$ cat src/rtl/fpga_cfg_streamer.sv
module fpga_cfg_streamer #(
  parameter int HOLD_CLKS    = 500,
  parameter int INIT_TIMEOUT = 100000,
  parameter int LEN_W        = 16,
  parameter int GAP_W        = 4
) (
  input  logic             clk,
  input  logic             rst_n,
  input  logic             start,
  input  logic [LEN_W-1:0] pay_len,
  input  logic [GAP_W-1:0] gap_clks,
  input  logic [7:0]       pay_data,
  input  logic             pay_valid,
  output logic             pay_ready,
  input  logic             init_n,
  input  logic             done_i,
  output logic             prog_n,
  output logic [7:0]       wr_data,
  output logic             wr_stb,
  output logic             busy,
  output logic             done,
  output logic             error
);
  localparam int TMR_MAX = (HOLD_CLKS > INIT_TIMEOUT) ? HOLD_CLKS : INIT_TIMEOUT;
  localparam int TMR_W   = $clog2(TMR_MAX + 1);
  localparam logic [5:0] PAY_FIRST = 6'd1;
  localparam logic [5:0] PAY_LAST  = 6'd21;
  localparam logic [5:0] FRM_LAST  = 6'd27;
  localparam logic [5:0] HDR_LAST  = 6'd7;
  localparam logic [5:0] TAIL_LAST = 6'd3;

  typedef enum logic [2:0] {S_IDLE, S_PROG, S_WAIT, S_HDR, S_FRM, S_TAIL, S_FIN} st_t;

  st_t              st;
  logic [5:0]       pos;
  logic [LEN_W-1:0] rem;
  logic [GAP_W-1:0] gap_cnt, gap_q;
  logic [TMR_W-1:0] tmr;
  logic             issue;
  logic [7:0]       nbyte;

  function automatic logic [7:0] hdr_byte(input logic [5:0] p);
    case (p)
      6'd3:    return 8'h4F;
      6'd4:    return 8'h80;
      6'd5:    return 8'hAF;
      6'd6:    return 8'h9B;
      6'd7:    return 8'h4B;
      default: return 8'hFF;
    endcase
  endfunction

  function automatic logic [7:0] frm_fix(input logic [5:0] p);
    case (p)
      6'd0:    return 8'h4F;
      6'd22:   return 8'h4B;
      6'd24:   return 8'h4B;
      default: return 8'hFF;
    endcase
  endfunction

  wire slot    = (gap_cnt == '0);
  wire is_pay  = (st == S_FRM) && (pos >= PAY_FIRST) && (pos <= PAY_LAST);
  wire have    = (rem != '0);
  wire frm_ok  = init_n && !done_i && have;

  assign busy      = (st != S_IDLE);
  assign pay_ready = slot && is_pay && have;

  always_comb begin
    issue = 1'b0;
    nbyte = 8'hFF;
    case (st)
      S_HDR:  begin issue = slot; nbyte = hdr_byte(pos); end
      S_TAIL: issue = slot;
      S_FRM: begin
        issue = slot && (pos == '0 || !is_pay || !have || pay_valid);
        if (pos == '0)          nbyte = frm_ok ? 8'h4F : 8'hFF;
        else if (is_pay)        nbyte = have ? pay_data : 8'hFF;
        else                    nbyte = frm_fix(pos);
      end
      default: ;
    endcase
  end

  always_ff @(posedge clk or negedge rst_n) begin
    if (!rst_n) begin
      st <= S_IDLE; pos <= '0; rem <= '0; gap_cnt <= '0; gap_q <= '0; tmr <= '0;
      prog_n <= 1'b1; wr_stb <= 1'b0; wr_data <= '0; done <= 1'b0; error <= 1'b0;
    end else begin
      wr_stb <= issue;
      if (issue) begin
        wr_data <= nbyte;
        gap_cnt <= gap_q;
      end else if (!slot) begin
        gap_cnt <= gap_cnt - 1'b1;
      end
      case (st)
        S_IDLE: if (start) begin
          st <= S_PROG; prog_n <= 1'b0; tmr <= '0; pos <= '0;
          rem <= pay_len; gap_q <= gap_clks; gap_cnt <= '0;
          done <= 1'b0; error <= 1'b0;
        end
        S_PROG: if (tmr == TMR_W'(HOLD_CLKS - 1)) begin
          prog_n <= 1'b1; tmr <= '0; st <= S_WAIT;
        end else tmr <= tmr + 1'b1;
        S_WAIT: if (init_n) begin
          st <= S_HDR; pos <= '0;
        end else if (tmr == TMR_W'(INIT_TIMEOUT - 1)) begin
          error <= 1'b1; st <= S_IDLE;
        end else tmr <= tmr + 1'b1;
        S_HDR: if (issue) begin
          if (pos == HDR_LAST) begin st <= S_FRM; pos <= '0; end
          else pos <= pos + 1'b1;
        end
        S_FRM: if (issue) begin
          if (pos == '0 && !frm_ok) begin
            st <= S_TAIL; pos <= 6'd1;
          end else begin
            if (is_pay && have) rem <= rem - 1'b1;
            pos <= (pos == FRM_LAST) ? '0 : pos + 1'b1;
          end
        end
        S_TAIL: if (issue) begin
          if (pos == TAIL_LAST) st <= S_FIN;
          else pos <= pos + 1'b1;
        end
        S_FIN: if (slot) begin
          st <= S_IDLE;
          if (done_i && !have) done <= 1'b1;
          else error <= 1'b1;
        end
        default: st <= S_IDLE;
      endcase
    end
  end

  p_idle_quiet_r1: assert property (@(posedge clk) disable iff (!rst_n)
    !busy |-> (!wr_stb && prog_n));
  p_prog_from_idle_r12: assert property (@(posedge clk) disable iff (!rst_n)
    $fell(prog_n) |-> !$past(busy));
  p_no_write_in_prog_r3: assert property (@(posedge clk) disable iff (!rst_n)
    !prog_n |-> !wr_stb);
  p_pay_forward_r5: assert property (@(posedge clk) disable iff (!rst_n)
    (pay_ready && pay_valid) |=> (wr_stb && wr_data == $past(pay_data)));
  p_flags_excl_r9: assert property (@(posedge clk) disable iff (!rst_n)
    !(done && error));
  p_strobe_gap_r11: assert property (@(posedge clk) disable iff (!rst_n)
    (wr_stb && gap_q != '0) |=> !wr_stb);
endmodule

$ cat config.mk
export PLATFORM = sky130hd
export DESIGN_NAME = fpga_cfg_streamer
export DESIGN_NICKNAME = d
export VERILOG_FILES = /design/src/rtl/fpga_cfg_streamer.sv
export SDC_FILE = /design/constraint.sdc
export NUM_CORES = 1
export LEC_CHECK = 0
export BUFFER_PORTS_ARGS = -buffer_cell sky130_fd_sc_hd__buf_2
export CORE_AREA = 2 2 104 106
export CTS_CLUSTER_DIAMETER = 120
export CTS_CLUSTER_SIZE = 12
export DETAILED_ROUTE_END_ITERATION = 12
export DIE_AREA = 0 0 106 108
export MAX_ROUTING_LAYER = met4
export SLEW_MARGIN = 20
export SYNTH_ARGS = -nofsm -noshare
export SYNTH_HDL_FRONTEND = slang
export SYNTH_SLANG_ARGS = --single-unit
$ cat constraint.sdc
create_clock -name clk -period 5.99 [get_ports clk]
set_input_delay 1.198 -clock clk [delete_from_list [all_inputs] [get_ports clk]]
set_output_delay 1.198 -clock clk [all_outputs]
set_load 0.05 [all_outputs]
==> impl_metrics.py <==
metrics = {
    "worst_setup_path": {
        "crit_type": "reg -> out",
        "worstPathRequired_ns": 4.79,
        "crit_arrival_ns": 2.51,
        "crit_path_max_fanout": 5,
        "worstRegToRegCells": 8,
        "startpoint_type": "flip-flop",
        "cp-end-kind": "output port",
    },
    "floorplan": {
        "dieArea_sq_mm": 0.0114,
        "die_w_um": 106,
        "core_sq_mm": 0.0102,
        "start_util_pct": 39.3,
        "ios": 48,
        "rows": 37,
        "fp.dieH_um": 108,
    },
    "routing": {
        "drc_errors": 0,
        "wl_per_cell_um": 14.8,
        "viasPerCell": 5.54,
        "via_count": 3659,
        "drt-pass1-iter-count": 4,
        "drtIter0Drc": 159,
        "ant_nets": 0,
        "wl_um": 9770,
    },
    "synthesis": {
        "synth_edf_count": 0,
        "syn_avg_cell_area_sq_um": 8.37,
        "synth_top_family_by_area": "simple AND/OR/NAND/NOR gates",
        "yosysSeqAreaShare_pct": 38.6,
        "yosys_warnings": 0,
        "synth-adder-area-share_pct": 2.18,
        "async_flop_share_pct": 100,
        "synth_compound_area_share_pct": 22.8,
        "synthSimpleGateAreaFrac_pct": 28.2,
        "synth_top_flop_cell": "dfrtp_1",
        "ys_types": 71,
        "postSynthCellCount": 481,
        "syn_area_sq_mm": 0.00402,
        "synth_nets": 522,
        "yosys_register_bits": 62,
        "synth-xor-area-share_pct": 3.26,
        "synth_mux_area_share_pct": 1.43,
    },
    "global_routing": {
        "grt_pass1_wl_um": 16700,
        "grt-ovfl-total": 0,
        "grt_pass1_vias": 3422,
        "grtUsageTotal_pct": 18.5,
        "grt_start_max_net_pins": 63,
        "antenna_found_initial": 0,
    },
    "final_layout": {
        "area_delta_synth_final_pct": 12.4,
        "design_area_sq_mm": 0.00452,
        "fin_nets": 560,
        "fillCellCount": 1036,
        "drive_above_1_share_pct": 15.8,
        "antenna_cells": 0,
        "final_util_pct": 44.2,
    },
    "timing": {
        "min_period_ns": 3.71,
        "setup_viol_count_final": 0,
        "skew_ns": 0.0145,
        "tightest_slew_ns": 0.974,
        "fmax_mhz": 270,
        "rsz0062_at_grt": "no",
        "worst_slack_ns": 2.28,
        "slew_headroom_pct": 35.1,
        "hold_viol": 0,
        "finalCritPeriodShare_pct": 61.9,
        "slew_violations": 0,
        "tns_ns": 0,
    },
    "pwr": {
        "p_leak_nw": 1.89,
        "ir_drop_mv": 0.190,
        "p_per_area_mw_per_mm2": 468,
    },
    "cts": {
        "ctsResizeCount": 0,
        "clockRootBuffer": "clkbuf_8",
        "h-tree-depth": 3,
        "ctsHoldBuffers": 0,
        "clk_pin_slew_ns": 0.07,
        "cts.sinks": 62,
        "numCtsBuffers": 9,
        "cts_tree": "done",
        "clock_latency_ns": 0.34,
        "cts_setup_buffers": 0,
        "clock_path_buffers": 2,
    },
    "worst_hold_path": {
        "min_path_cells": 1,
        "hold_path_class": "reg -> reg",
    },
    "place": {
        "place_area_sq_mm": 0.00436,
        "io_buffer_count": 47,
        "gp_congestion": 0.896,
        "pre_cts_ws_ns": 2.70,
        "hpwlAfterDp_um": 6910,
    },
    "status": {
        "status": "complete, no violations",
    },
    "job": {
        "max_cap_violations": 0,
    },
}
## through the flow
step | total power (W) | std cells | hold slack, ns
global route | 0.00231 | 660 | 0.513
finish | 0.00212 | 660 | 0.488
CTS | 0.00213 | 660 | 0.496
detailed placement | 0.00180 | 644 | 0.479
global placement | 0.00178 | 644 | 0.465
floorplan | 0.00156 | 481 | 0.445
## report_power, final
group	leakage [nW]	total, W	internal, W	switching (W)
clock network	0.0844	0.000321	0.000161	0.000160
logic	1.04	0.00106	0.000387	0.000672
registers	0.771	0.000737	0.000559	0.000178
## path summary, 6_finish.rpt
| check | start | to | slack [ns] |
|---|---|---|---|
| hold / removal | wr_data[5] | wr_data[5] | 0.49 |
| hold reg to reg | wr_data[5] | wr_data[5] | 0.49 |
| min in group asynchronous | rst_n | wr_data[0] | 0.99 |
| max in group asynchronous | rst_n | rem[15] | 4.40 |
| setup reg to reg | gap_cnt[0] | rem[0] | 2.89 |
| setup / recovery | gap_cnt[0] | pay_ready | 2.28 |
## logic make-up (layout without fill, tap and decap cells)
family	after synthesis	in the layout
AND/OR/NAND/NOR	217	217
AO/OA/AOI/OAI	139	139
flip-flops	62	62
buffers and inverters	36	79
XOR/XNOR	15	15
adder cells (fa/ha/maj)	7	7
multiplexers	5	5
## layer usage
layer | share of wire, % | track usage (%) | wire (um) | up-vias
met5 | 0 | - | 0 | -
met4 | 1.8 | 6.20 | 180 | 0
met1 | 48 | 24.6 | 4740 | 1733
met2 | 46 | 28.8 | 4470 | 81
met3 | 3.9 | 3.19 | 378 | 16
li1 | - | - | - | 1829
## cells in the final DEF, fill, tap and decap left out, types with 11 or more instances in the layout
cell,netlist,routed
buf_2,5,47
a21oi_1,43,43
nor2_1,46,46
o21ai_0,23,23
dfrtp_1,61,61
nand2b_1,11,11
nand2_1,67,67
nor3_1,19,19
inv_1,13,13
nand3_1,13,13
## cell type report
type                    count  area (sq um)  share of cell area, %
repair buffers             49           250                   5.53
clock buffers              14           153                   3.37
well taps                 136           170                   3.76
inverters                  14          53.8                   1.19
multi-input cells         383          2330                   51.6
flip-flops and latches     62          1550                   34.3
clock inverters             2          10.0                  0.221
## sequential cells by signal, indices dropped and copies added (netlist names)
name / count
done: 1
error: 1
gap_cnt: 4
gap_q: 4
pos: 6
prog_n: 1
rem: 16
st: 3
tmr: 17
wr_data: 8
wr_stb: 1
## synth_stat cells (all sizes together), types with 10 or more instances
cell type / count / area (sq um)
a21oi: 44 / 224
inv: 13 / 48.8
nand3: 14 / 75.1
nand2b: 11 / 68.8
a21o: 10 / 75.1
nor3: 19 / 95.1
dfrtp: 61 / 1530
nor2: 47 / 179
clkbuf: 17 / 63.8
o21ai: 33 / 165
nand2: 67 / 251
## worst max-delay path, stage by stage, from the launching register on
cell      delay (ns)
dfrtp_1         0.40
inv_1           0.07
ha_1            0.23
nor3b_1         0.66
nand3_1         0.15
a211oi_1        0.33
buf_2           0.34
Note: power is estimated with default switching activity, not from simulation.
